==> src/rtl/usb_hs_pkg.sv <==
package usb_hs_pkg;
  typedef enum logic [1:0] {
    HS_NONE  = 2'd0,
    HS_ACK   = 2'd1,
    HS_NAK   = 2'd2,
    HS_STALL = 2'd3
  } hs_e;

  localparam logic [1:0] A_SEL  = 2'd0;
  localparam logic [1:0] A_STAT = 2'd1;
  localparam logic [1:0] A_CTRL = 2'd2;
  localparam logic [1:0] A_IRQ  = 2'd3;

  localparam int ST_ACK   = 0;
  localparam int ST_NAK   = 1;
  localparam int ST_STALL = 2;
  localparam int ST_FEN   = 3;
  localparam int ST_HALT  = 4;
  localparam int ST_W     = 5;
endpackage

==> src/rtl/usb_hs_decide.sv <==
module usb_hs_decide
  import usb_hs_pkg::*;
(
  input  logic ok_i,
  input  logic halt_i,
  input  logic fen_i,
  output hs_e  hs_o
);
  always_comb begin
    if (!ok_i)       hs_o = HS_NONE;
    else if (halt_i) hs_o = HS_STALL;  // halt outranks fifo enable
    else if (fen_i)  hs_o = HS_ACK;
    else             hs_o = HS_NAK;
  end
endmodule

==> src/rtl/usb_ep_flags.sv <==
module usb_ep_flags
  import usb_hs_pkg::*;
(
  input  logic clk_i,
  input  logic rst_ni,
  input  logic nak_en_i,
  input  logic evt_i,
  input  hs_e  evt_hs_i,
  input  logic clr_stat_i,
  input  logic set_fen_i,
  input  logic set_halt_i,
  input  logic clr_halt_i,
  input  logic clr_irq_i,
  output logic ack_o,
  output logic nak_o,
  output logic stall_o,
  output logic fen_o,
  output logic halt_o,
  output logic irq_o
);
  logic is_ack, is_nak, is_stall, rep_nak;

  assign is_ack   = evt_i && (evt_hs_i == HS_ACK);
  assign is_nak   = evt_i && (evt_hs_i == HS_NAK);
  assign is_stall = evt_i && (evt_hs_i == HS_STALL);
  assign rep_nak  = is_nak && nak_en_i;

  // hardware sets win over software clears
  always_ff @(posedge clk_i or negedge rst_ni) begin
    if (!rst_ni) begin
      ack_o   <= 1'b0;
      nak_o   <= 1'b0;
      stall_o <= 1'b0;
      fen_o   <= 1'b0;
      halt_o  <= 1'b0;
      irq_o   <= 1'b0;
    end else begin
      ack_o   <= (ack_o && !clr_stat_i) || is_ack;
      nak_o   <= (nak_o && !clr_stat_i) || rep_nak;
      stall_o <= (stall_o && !clr_stat_i) || is_stall;
      irq_o   <= (irq_o && !clr_irq_i) || is_ack || is_stall || rep_nak;
      if (is_ack || is_stall) fen_o <= 1'b0;
      else if (set_fen_i)     fen_o <= 1'b1;
      halt_o  <= set_halt_i || (halt_o && !clr_halt_i);
    end
  end
endmodule

==> src/rtl/usb_hs_regs.sv <==
module usb_hs_regs
  import usb_hs_pkg::*;
#(
  parameter int EP_W = 4,
  parameter int DW   = 16,
  localparam int EP_SPAN = 1 << EP_W
) (
  input  logic               clk_i,
  input  logic               rst_ni,
  input  logic               we_i,
  input  logic [1:0]         addr_i,
  input  logic [DW-1:0]      wdata_i,
  input  logic [EP_SPAN-1:0] ack_v_i,
  input  logic [EP_SPAN-1:0] nak_v_i,
  input  logic [EP_SPAN-1:0] stall_v_i,
  input  logic [EP_SPAN-1:0] fen_v_i,
  input  logic [EP_SPAN-1:0] halt_v_i,
  input  logic [EP_SPAN-1:0] irq_v_i,
  output logic [DW-1:0]      rdata_o,
  output logic [EP_SPAN-1:0] clr_stat_v_o,
  output logic [EP_SPAN-1:0] set_fen_v_o,
  output logic [EP_SPAN-1:0] set_halt_v_o,
  output logic [EP_SPAN-1:0] clr_halt_v_o,
  output logic [EP_SPAN-1:0] clr_irq_v_o
);
  logic            sel_q;
  logic [EP_W-1:0] sel_ep_q;
  logic [EP_SPAN-1:0] ep_oh, sel_oh;
  logic wr_sel, wr_ctrl, wr_irq, deselect;
  logic [ST_W-1:0] stat;

  assign ep_oh    = EP_SPAN'(1) << sel_ep_q;
  assign sel_oh   = sel_q ? ep_oh : '0;
  assign wr_sel   = we_i && (addr_i == A_SEL);
  assign wr_ctrl  = we_i && (addr_i == A_CTRL);
  assign wr_irq   = we_i && (addr_i == A_IRQ);
  assign deselect = wr_sel && sel_q && !wdata_i[EP_W];

  assign clr_stat_v_o = deselect ? ep_oh : '0;
  assign set_fen_v_o  = (wr_ctrl && wdata_i[0]) ? sel_oh : '0;
  assign set_halt_v_o = (wr_ctrl && wdata_i[1]) ? sel_oh : '0;
  assign clr_halt_v_o = (wr_ctrl && wdata_i[2]) ? sel_oh : '0;
  assign clr_irq_v_o  = wr_irq ? wdata_i[EP_SPAN-1:0] : '0;

  always_ff @(posedge clk_i or negedge rst_ni) begin
    if (!rst_ni) begin
      sel_q    <= 1'b0;
      sel_ep_q <= '0;
    end else if (wr_sel) begin
      sel_q    <= wdata_i[EP_W];
      sel_ep_q <= wdata_i[EP_W-1:0];
    end
  end

  always_comb begin
    stat            = '0;
    stat[ST_ACK]    = ack_v_i[sel_ep_q];
    stat[ST_NAK]    = nak_v_i[sel_ep_q];
    stat[ST_STALL]  = stall_v_i[sel_ep_q];
    stat[ST_FEN]    = fen_v_i[sel_ep_q];
    stat[ST_HALT]   = halt_v_i[sel_ep_q];
    rdata_o = '0;
    unique case (addr_i)
      A_SEL:   rdata_o[EP_W:0]      = {sel_q, sel_ep_q};
      A_STAT:  rdata_o[ST_W-1:0]    = sel_q ? stat : '0;
      A_IRQ:   rdata_o[EP_SPAN-1:0] = irq_v_i;
      default: rdata_o = '0;
    endcase
  end
endmodule

==> src/rtl/usb_out_hs_ctrl.sv <==
module usb_out_hs_ctrl
  import usb_hs_pkg::*;
#(
  parameter int NUM_EP = 15,
  parameter int EP_W   = 4,
  parameter int DW     = 16
) (
  input  logic            clk_i,
  input  logic            rst_ni,
  input  logic            nak_en_i,
  input  logic            tok_i,
  input  logic [EP_W-1:0] tok_ep_i,
  input  logic            rx_valid_i,
  input  logic            txn_end_i,
  output logic [1:0]      hs_o,
  output logic            fifo_wr_o,
  output logic            fifo_flush_o,
  output logic            irq_o,
  input  logic            reg_we_i,
  input  logic [1:0]      reg_addr_i,
  input  logic [DW-1:0]   reg_wdata_i,
  output logic [DW-1:0]   reg_rdata_o
);
  localparam int EP_SPAN = 1 << EP_W;

  logic [EP_SPAN-1:0] ep_ok_v, evt_v;
  logic [EP_SPAN-1:0] ack_v, nak_v, stall_v, fen_v, halt_v, irq_v;
  logic [EP_SPAN-1:0] clr_stat_v, set_fen_v, set_halt_v, clr_halt_v, clr_irq_v;

  logic            act_q, flush_q, evt;
  logic [EP_W-1:0] cur_ep_q;
  hs_e             hs_q, dec_hs;

  usb_hs_decide u_dec (
    .ok_i   (tok_i && ep_ok_v[tok_ep_i]),
    .halt_i (halt_v[tok_ep_i]),
    .fen_i  (fen_v[tok_ep_i]),
    .hs_o   (dec_hs)
  );

  assign evt = txn_end_i && act_q;

  always_ff @(posedge clk_i or negedge rst_ni) begin
    if (!rst_ni) begin
      act_q    <= 1'b0;
      hs_q     <= HS_NONE;
      cur_ep_q <= '0;
      flush_q  <= 1'b0;
    end else begin
      flush_q <= evt && (hs_q == HS_STALL);
      if (tok_i) begin
        act_q    <= (dec_hs != HS_NONE);
        hs_q     <= dec_hs;
        cur_ep_q <= tok_ep_i;
      end else if (evt) begin
        act_q <= 1'b0;
        hs_q  <= HS_NONE;
      end
    end
  end

  assign hs_o         = hs_q;
  assign fifo_wr_o    = act_q && rx_valid_i && (hs_q == HS_ACK);
  assign fifo_flush_o = flush_q;
  assign irq_o        = |irq_v;

  for (genvar i = 0; i < EP_SPAN; i++) begin : g_ep
    if (i >= 1 && i <= NUM_EP) begin : g_on
      assign ep_ok_v[i] = 1'b1;
      assign evt_v[i]   = evt && (cur_ep_q == EP_W'(i));
      usb_ep_flags u_flags (
        .clk_i      (clk_i),
        .rst_ni     (rst_ni),
        .nak_en_i   (nak_en_i),
        .evt_i      (evt_v[i]),
        .evt_hs_i   (hs_q),
        .clr_stat_i (clr_stat_v[i]),
        .set_fen_i  (set_fen_v[i]),
        .set_halt_i (set_halt_v[i]),
        .clr_halt_i (clr_halt_v[i]),
        .clr_irq_i  (clr_irq_v[i]),
        .ack_o      (ack_v[i]),
        .nak_o      (nak_v[i]),
        .stall_o    (stall_v[i]),
        .fen_o      (fen_v[i]),
        .halt_o     (halt_v[i]),
        .irq_o      (irq_v[i])
      );
    end else begin : g_off
      assign ep_ok_v[i] = 1'b0;
      assign evt_v[i]   = 1'b0;
      assign ack_v[i]   = 1'b0;
      assign nak_v[i]   = 1'b0;
      assign stall_v[i] = 1'b0;
      assign fen_v[i]   = 1'b0;
      assign halt_v[i]  = 1'b0;
      assign irq_v[i]   = 1'b0;
    end
  end

  usb_hs_regs #(.EP_W(EP_W), .DW(DW)) u_regs (
    .clk_i        (clk_i),
    .rst_ni       (rst_ni),
    .we_i         (reg_we_i),
    .addr_i       (reg_addr_i),
    .wdata_i      (reg_wdata_i),
    .ack_v_i      (ack_v),
    .nak_v_i      (nak_v),
    .stall_v_i    (stall_v),
    .fen_v_i      (fen_v),
    .halt_v_i     (halt_v),
    .irq_v_i      (irq_v),
    .rdata_o      (reg_rdata_o),
    .clr_stat_v_o (clr_stat_v),
    .set_fen_v_o  (set_fen_v),
    .set_halt_v_o (set_halt_v),
    .clr_halt_v_o (clr_halt_v),
    .clr_irq_v_o  (clr_irq_v)
  );
endmodule

==> config.mk <==
export PLATFORM = sky130hd
export DESIGN_NAME = usb_out_hs_ctrl
export DESIGN_NICKNAME = d
export VERILOG_FILES = /design/src/rtl/usb_hs_pkg.sv /design/src/rtl/usb_hs_decide.sv /design/src/rtl/usb_ep_flags.sv /design/src/rtl/usb_hs_regs.sv /design/src/rtl/usb_out_hs_ctrl.sv
export SDC_FILE = /design/constraint.sdc
export NUM_CORES = 1
export LEC_CHECK = 0
export ABC_AREA = 1
export BUFFER_PORTS_ARGS = -buffer_cell sky130_fd_sc_hd__buf_2
export CAP_MARGIN = 20
export CORE_ASPECT_RATIO = 1.75
export CORE_UTILIZATION = 60
export CTS_BUF_LIST = sky130_fd_sc_hd__clkbuf_8 sky130_fd_sc_hd__clkbuf_16
export DETAILED_ROUTE_END_ITERATION = 10
export GPL_ROUTABILITY_DRIVEN = 0
export PLACE_DENSITY_LB_ADDON = 0.3
export SLEW_MARGIN = 20
export SYNTH_ARGS = -nofsm -noshare
export SYNTH_HDL_FRONTEND = slang
export SYNTH_SLANG_ARGS = --single-unit
==> constraint.sdc <==
create_clock -name clk_i -period 1.72 [get_ports clk_i]
set_input_delay 0.172 -clock clk_i [delete_from_list [all_inputs] [get_ports clk_i]]
set_output_delay 0.172 -clock clk_i [all_outputs]
set_load 0.01 [all_outputs]
==> key figures, run 1 <==
Run status
  – Status: finished with violations
  – Failing checks: setup timing

Yosys
  – Leading area contributor after synthesis: dfrtp_1
  – Post-synthesis cell area: 0.00560 mm^2
  – Ys flop type: dfrtp_1
  – Synth top cells by count: 195 x nand2_1, 106 x inv_1, 103 x dfrtp_1, 85 x nor2_1, 80 x o21ai_0
  – Leading post-synthesis cells by cell area: dfrtp_1 46%, nand2_1 13%, o21ai_0 7.2%, inv_1 7.1%, nor2_1 5.7%
  – Synth async-reset ratio: 1.00
  – Area share of the largest cell type after synthesis: 0.461
  – Most frequent cell after synthesis: nand2_1
  – Synthesized flop and latch total: 103
  – Syn_nets: 807
  – Post-synth EDFFs: 0
  – Register area share after synthesis: 0.461
  – Syn avg cell area: 7.19 um^2
  – Count of cell types in the netlist: 29
  – Syn. warnings: 0
  – Synth Instances: 778

CTS
  – Worst skew pair latency: 0.36 ns
  – CTS Sinks: 103
  – TritonCTS buffer count: 9
  – CTS max path bufs: 2
  – Max H-tree Level: 3
  – Clock slew at reported path FFs: 0.07 ns
  – Root buf cell: clkbuf_16
  – TritonCTS clock tree: yes

Timing
  – Final hold vios: 0
  – Skew final: 0.00865 ns
  – Setup-failing EPs final: 6
  – Worst-margin pin slew: 0.531 ns
  – Setup WS post-layout: -0.469 ns
  – Rel. slew slack: 0.645
  – Min Tclk post-route: 2.19 ns
  – RSZ-0062 raised after global routing: true
  – Maximum clock rate: 457 MHz
  – Slew Viols, Final: 0
  – Final period util: 1.27
  – Worst hold slack: 0.0860 ns

Pwr
  – Tot Pwr: 0.00780 W
  – Peak VDD IR: 0.836 mV
  – P per Cell Area: 1140 mW/mm^2
  – LEAKAGE: 3.35 nW

Setup path
  – Worst path required time: 1.55 ns
  – Critical path endpoint category: output pin
  – R2r worst-path depth: 9
  – CP arrival: 2.02 ns
  – CP Max Fanout: 11
  – Setup CP Type: flip-flop to output pin
  – Setup crit start kind: flip-flop

Floorplan
  – DIE WIDTH: 75.0 um
  – Ports: 50
  – Effective utilization at floorplan: 0.619
  – Die Area: 0.00973 mm^2
  – Row count: 46
  – Die Span Y: 130 um
  – Core ar.: 0.00904 mm^2

Placed design
  – Dpl ws: -0.0806 ns
  – DP HPWL: 14.0 mm
  – DP Area: 0.00623 mm^2
  – PortBufs: 49

Detailed routing
  – Drt drc: 0
  – Detailed Route Iter0 Violations: 1003
  – Vias after detailed routing: 6208
  – Post-route ant nets: 0
  – DR pass1 iterations: 11
  – Vias per cell: 6.28
  – WL/cell: 20.7 um
  – Routed Wire Length: 20.5 mm

GRT
  – Vias in the first global route: 5991
  – Total gr overflow: 0
  – Tot GR Track Use: 0.453
  – Global-route wire length before repair: 31.5 mm
  – Largest net degree at the start of global routing: 54
  – Initial antenna violation count: 0

Layout
  – Share of cells above drive strength 1: 0.220
  – Final instance area: 0.00686 mm^2
  – Layout area overhead: 22.6%
  – Nets: 893
  – Number of diodes: 0

Hold path
  – Cell depth of the worst min-delay path: 3
  – Min-Delay Path Class: input pin to flip-flop

Run
  – Max cap viols: 0
## worst paths after layout
check	start	endpoint	slack [ns]
max	u_regs.sel_ep_q[0]$_DFFE_PN0N_	reg_rdata_o[4]	-0.47
min	reg_wdata_i[1]	u_regs.sel_ep_q[1]$_DFFE_PN0N_	0.09
max reg2reg	u_regs.sel_ep_q[2]$_DFFE_PN0N_	g_ep[4].g_on.u_flags.ack_o$_DFF_PN0_	0.01
min reg2reg	g_ep[12].g_on.u_flags.nak_o$_DFF_PN0_	g_ep[12].g_on.u_flags.nak_o$_DFF_PN0_	0.50
max in group asynchronous	rst_ni	g_ep[15].g_on.u_flags.stall_o$_DFF_PN0_	0.75
min in group asynchronous	rst_ni	g_ep[2].g_on.u_flags.nak_o$_DFF_PN0_	0.32
## state kept, by name, summed over array words and instances, names as in the netlist, 2 cells and up
| register | count |
|---|---|
| g_ep.g_on.u_flags.ack_o | 15 |
| g_ep.g_on.u_flags.stall_o | 15 |
| hs_o | 2 |
| g_ep.g_on.u_flags.irq_o | 15 |
| g_ep.g_on.u_flags.halt_o | 15 |
| u_regs.sel_ep_q | 4 |
| g_ep.g_on.u_flags.nak_o | 15 |
| cur_ep_q | 4 |
| g_ep.g_on.u_flags.fen_o | 15 |
## power by group
group | internal, W | switching (W) | total (W) | leakage [nW]
sequential | 0.00291 | 0.000436 | 0.00335 | 1.32
clock | 0.00121 | 0.00103 | 0.00224 | 0.157
combinational | 0.000837 | 0.00137 | 0.00221 | 1.87
total | 0.00496 | 0.00284 | 0.00780 | 3.35
## routing by layer
layer,wire length [um],up-vias,GRT usage
li1,-,2678,-
met1,6550,2844,0.531
met2,9500,512,0.706
met3,2390,174,0.115
met4,2080,0,0.334
met5,0,-,0
## critical path, stage by stage (launching register included)
cell	delay (ns)
dfrtp_2	0.50
inv_4	0.08
nor2_4	0.13
buf_12	0.15
nand2_2	0.05
nand2_1	0.08
inv_1	0.06
nand2_1	0.10
nand3_2	0.15
nand2_2	0.11
nand3_2	0.07
nand3_2	0.07
buf_6	0.10
## layout make-up
| cell class | count | area (um^2) |
|---|---|---|
| multi-input cells | 528 | 2610 |
| clock inverters | 6 | 82.6 |
| inverters | 121 | 462 |
| fillers | 626 | 2170 |
| clock buffers | 10 | 239 |
| well taps | 120 | 150 |
| flip-flops and latches | 103 | 2580 |
| repair buffers | 101 | 742 |
## through the flow
| stage | TNS (ns) | instances | util |
|---|---|---|---|
| after floorplan | 0 | 778 | - |
| after global placement | -0.129 | 961 | 0.689 |
| after detailed placement | -0.305 | 961 | 0.689 |
| after CTS | -1.43 | 982 | 0.742 |
| after global routing | -2.43 | 989 | 0.760 |
| final | -2.26 | 989 | 0.760 |
## cells by family after synthesis
group / synth area share
compound gates: 0.164
buf+inv: 0.104
flops: 0.461
simple gates: 0.272
## cells in the final DEF, fill, tap and decap left out, types with 2 or more instances in the layout
cell	instances
nor3_1	5
or3b_2	7
o22ai_1	10
inv_8	4
buf_12	5
o21ai_0	79
buf_4	43
clkbuf_16	10
buf_6	3
nand3_2	4
nor2_1	76
o21ai_1	13
inv_2	13
a22oi_1	2
nor2_4	9
inv_1	103
a21oi_1	31
nand2_4	3
nor2_2	9
nand2_1	184
a31oi_1	8
clkinv_1	2
nand2_2	9
a22oi_2	2
dfrtp_2	5
dfrtp_1	98
inv_4	3
nor4_1	2
o21bai_1	2
buf_2	47
o21ai_2	4
nand3_1	44
o211ai_1	13
nand4_1	5
## timing repair
item,in CTS,in global routing
endpoints found under the hold margin,27,0
pin swaps,6,9
setup buffers,4,6
endpoints found under the setup margin,6,50
hold buffers,1,0
gates cloned,0,1
gates resized for setup,33,28
Power figures use the tool's default switching activity.
==> run 2, diff against run 1 <==
--- a/config.mk
+++ b/config.mk
@@ -8,8 +8,10 @@
 export ABC_AREA = 1
 export BUFFER_PORTS_ARGS = -buffer_cell sky130_fd_sc_hd__buf_2
 export CAP_MARGIN = 20
+export CELL_PAD_IN_SITES_DETAIL_PLACEMENT = 0
+export CELL_PAD_IN_SITES_GLOBAL_PLACEMENT = 2
 export CORE_ASPECT_RATIO = 1.75
-export CORE_UTILIZATION = 60
+export CORE_UTILIZATION = 34
 export CTS_BUF_LIST = sky130_fd_sc_hd__clkbuf_8 sky130_fd_sc_hd__clkbuf_16
 export DETAILED_ROUTE_END_ITERATION = 10
 export GPL_ROUTABILITY_DRIVEN = 0
==> run 2 against run 1 <==
Effect of this change:
- the flow still finishes with violations (setup timing)
- highest routed layer unchanged
- register-to-register slack worse by 0.04 ns
- utilization fell by 33 points
- critical path type unchanged
- sequential share of layout area shrank 0.36 points
- largest power group unchanged
- wire length is 0.96% higher
- die area up 75%
- sequential power about the same
- critical path depth is 3 lower
- clock-buffer cell count fell by 1
- power shrank 2.5%
- maximum frequency increased by 6.6%
- design area rose by 0.82%
==> key figures, run 2 (synthesis results as in run 1) <==
CTS
  – Worst skew pair latency: 0.35 ns
  – Clock slew at reported path FFs: 0.07 ns
  – Max H-tree Level: 3
  – CTS Sinks: 103
  – TritonCTS buffer count: 9
  – CTS max path bufs: 2
  – TritonCTS clock tree: yes
  – Root buf cell: clkbuf_16

Pwr
  – Clock Power Share: 0.283
  – Logic pwr share: 0.280
  – Int Power: 0.00490 W
  – Tot Pwr: 0.00761 W
  – LEAKAGE: 3.36 nW
  – Reg power frac: 0.436
  – P per Cell Area: 1100 mW/mm^2
  – Sw frac: 0.356
  – Switching pwr: 0.00270 W
  – Peak VDD IR: 0.527 mV

Timing
  – Slew Viols, Final: 0
  – Setup WS post-layout: -0.334 ns
  – Setup TNS: -1.64 ns
  – Setup-failing EPs final: 7
  – Worst-margin pin slew: 0.604 ns
  – Final hold vios: 0
  – RSZ-0062 raised after global routing: true
  – Min Tclk post-route: 2.05 ns
  – Rel. slew slack: 0.596
  – Skew final: 0.0107 ns
  – Maximum clock rate: 487 MHz
  – Final period util: 1.19

GRT
  – Total gr overflow: 0
  – Global-route wire length before repair: 32.5 mm
  – Largest net degree at the start of global routing: 45
  – Tot GR Track Use: 0.260
  – Initial antenna violation count: 0
  – Vias in the first global route: 5844

Setup path
  – Setup crit start kind: flip-flop
  – Setup CP Type: flip-flop to output pin
  – Critical path endpoint category: output pin
  – Setup crit start: u_regs.sel_ep_q[1]$_DFFE_PN0N_
  – CP arrival: 1.88 ns
  – R2r worst-path depth: 6
  – Worst path required time: 1.55 ns
  – CP Max Fanout: 6
  – Worst reg2reg path startpoint: cur_ep_q[3]$_DFFE_PN0P_

Layout
  – Nets: 900
  – # fillers: 1719
  – Sequential cell area: 0.00258 mm^2
  – Non-Filler Instances: 1065
  – Commonest cells after routing, fill and taps aside: 186 x nand2_1, 105 x inv_1, 101 x dfrtp_1, 80 x nor2_1, 77 x o21ai_0
  – Share of cells above drive strength 1: 0.209
  – Multi-input combinational cell area: 0.00255 mm^2
  – Most common cell after layout, fill and taps aside: nand2_1
  – Number of diodes: 0
  – Layout area overhead: 23.7%

Placed design
  – Cell total after placement: 1037
  – DP HPWL: 16.5 mm
  – Dpl ws: -0.0612 ns
  – PortBufs: 49

Detailed routing
  – WL/cell: 19.4 um
  – DR pass1 iterations: 5
  – Post-route ant nets: 0
  – Detailed Route Iter0 Violations: 338
  – Vias after detailed routing: 5607
  – Drt drc: 0
  – Vias per cell: 5.26
  – Routed Wire Length: 20.7 mm

Hold path
  – Cell depth of the worst min-delay path: 3
  – Min-Delay Path Class: input pin to flip-flop
  – Hold wc startpoint: reg_wdata_i[3]

Floorplan
  – Row count: 61
  – Die Area: 0.0170 mm^2
  – Effective utilization at floorplan: 0.349
  – DIE WIDTH: 99.0 um
  – Core ar.: 0.0160 mm^2
  – Die Span Y: 172 um
  – Ports: 50

Run
  – Max cap viols: 0

Run status
  – Status: finished with violations
  – Failing checks: setup timing
-- run 2: cell count changes in the layout (fill, tap and decap cells not counted), sizes merged --
cell | before | now
buf | 99 | 107
clkbuf | 11 | 9
clkinv | 2 | 3
clkinvlp | 1 | 2
inv | 123 | 122
-- run 2: through the flow --
stage / util / hold WS (ns) / cell area [um^2]
6_report: 0.432 / 0.0716 / 6920
5_1_grt: 0.432 / 0.102 / 6920
4_1_cts: 0.428 / 0.0660 / 6860
3_5_place_dp: 0.397 / 0.149 / 6360
3_3_place_gp: 0.397 / 0.146 / 6360
2_1_floorplan: - / -0.124 / 5600
-- run 2: critical path, stage by stage (launching register included) --
cell	delay (ns)
dfrtp_2	0.50
nor2_4	0.23
buf_6	0.14
nand2_1	0.06
o211ai_1	0.09
nand2_1	0.08
nand2_2	0.08
o21ai_1	0.07
nand2_1	0.11
buf_2	0.15
-- run 2: timing repair --
| action | in CTS | in global routing |
|---|---|---|
| resized for setup | 31 | 15 |
| endpoints found under the setup margin | 7 | 24 |
| pin swaps | 26 | 15 |
| endpoints found under the hold margin | 27 | 0 |
| hold buffers | 1 | 0 |
| cloned | 1 | 0 |
| buffers inserted | 9 | 2 |
-- run 2: power by group through the flow --
stage / Clock (W) / Sequential, W / Combinational [W]
2_1_floorplan: 0 / 0.00317 / 0.00118
3_3_place_gp: 0 / 0.00334 / 0.00191
3_5_place_dp: 0 / 0.00335 / 0.00193
4_1_cts: 0.00218 / 0.00331 / 0.00209
5_1_grt: 0.00228 / 0.00337 / 0.00239
6_report: 0.00215 / 0.00332 / 0.00213
-- run 2: path summary, 6_finish.rpt --
check | endpoint | slack, ns
max | reg_rdata_o[1] | -0.33
min | u_regs.sel_ep_q[3]$_DFFE_PN0N_ | 0.07
max reg2reg | g_ep[5].g_on.u_flags.irq_o$_DFF_PN0_ | -0.03
min reg2reg | g_ep[4].g_on.u_flags.nak_o$_DFF_PN0_ | 0.48
max in group asynchronous | hs_o[1]$_DFFE_PN0P_ | 0.80
min in group asynchronous | g_ep[2].g_on.u_flags.halt_o$_DFF_PN0_ | 0.31
-- run 2: layout make-up --
| type | instances | area share |
|---|---|---|
| Tap cell | 189 | 0.0342 |
| Sequential cell | 103 | 0.373 |
| Clock inverter | 7 | 0.0114 |
| Inverter | 121 | 0.0660 |
| Clock buffer | 9 | 0.0325 |
| Multi-Input combinational cell | 528 | 0.368 |
| Timing Repair Buffer | 108 | 0.115 |
-- run 2: per-layer routing --
layer	vias to the layer above	track usage	share of wire
met4	0	0.123	0.048
met3	43	0.0293	0.044
met5	-	0	0
met2	179	0.476	0.52
li1	2676	-	-
met1	2709	0.299	0.39
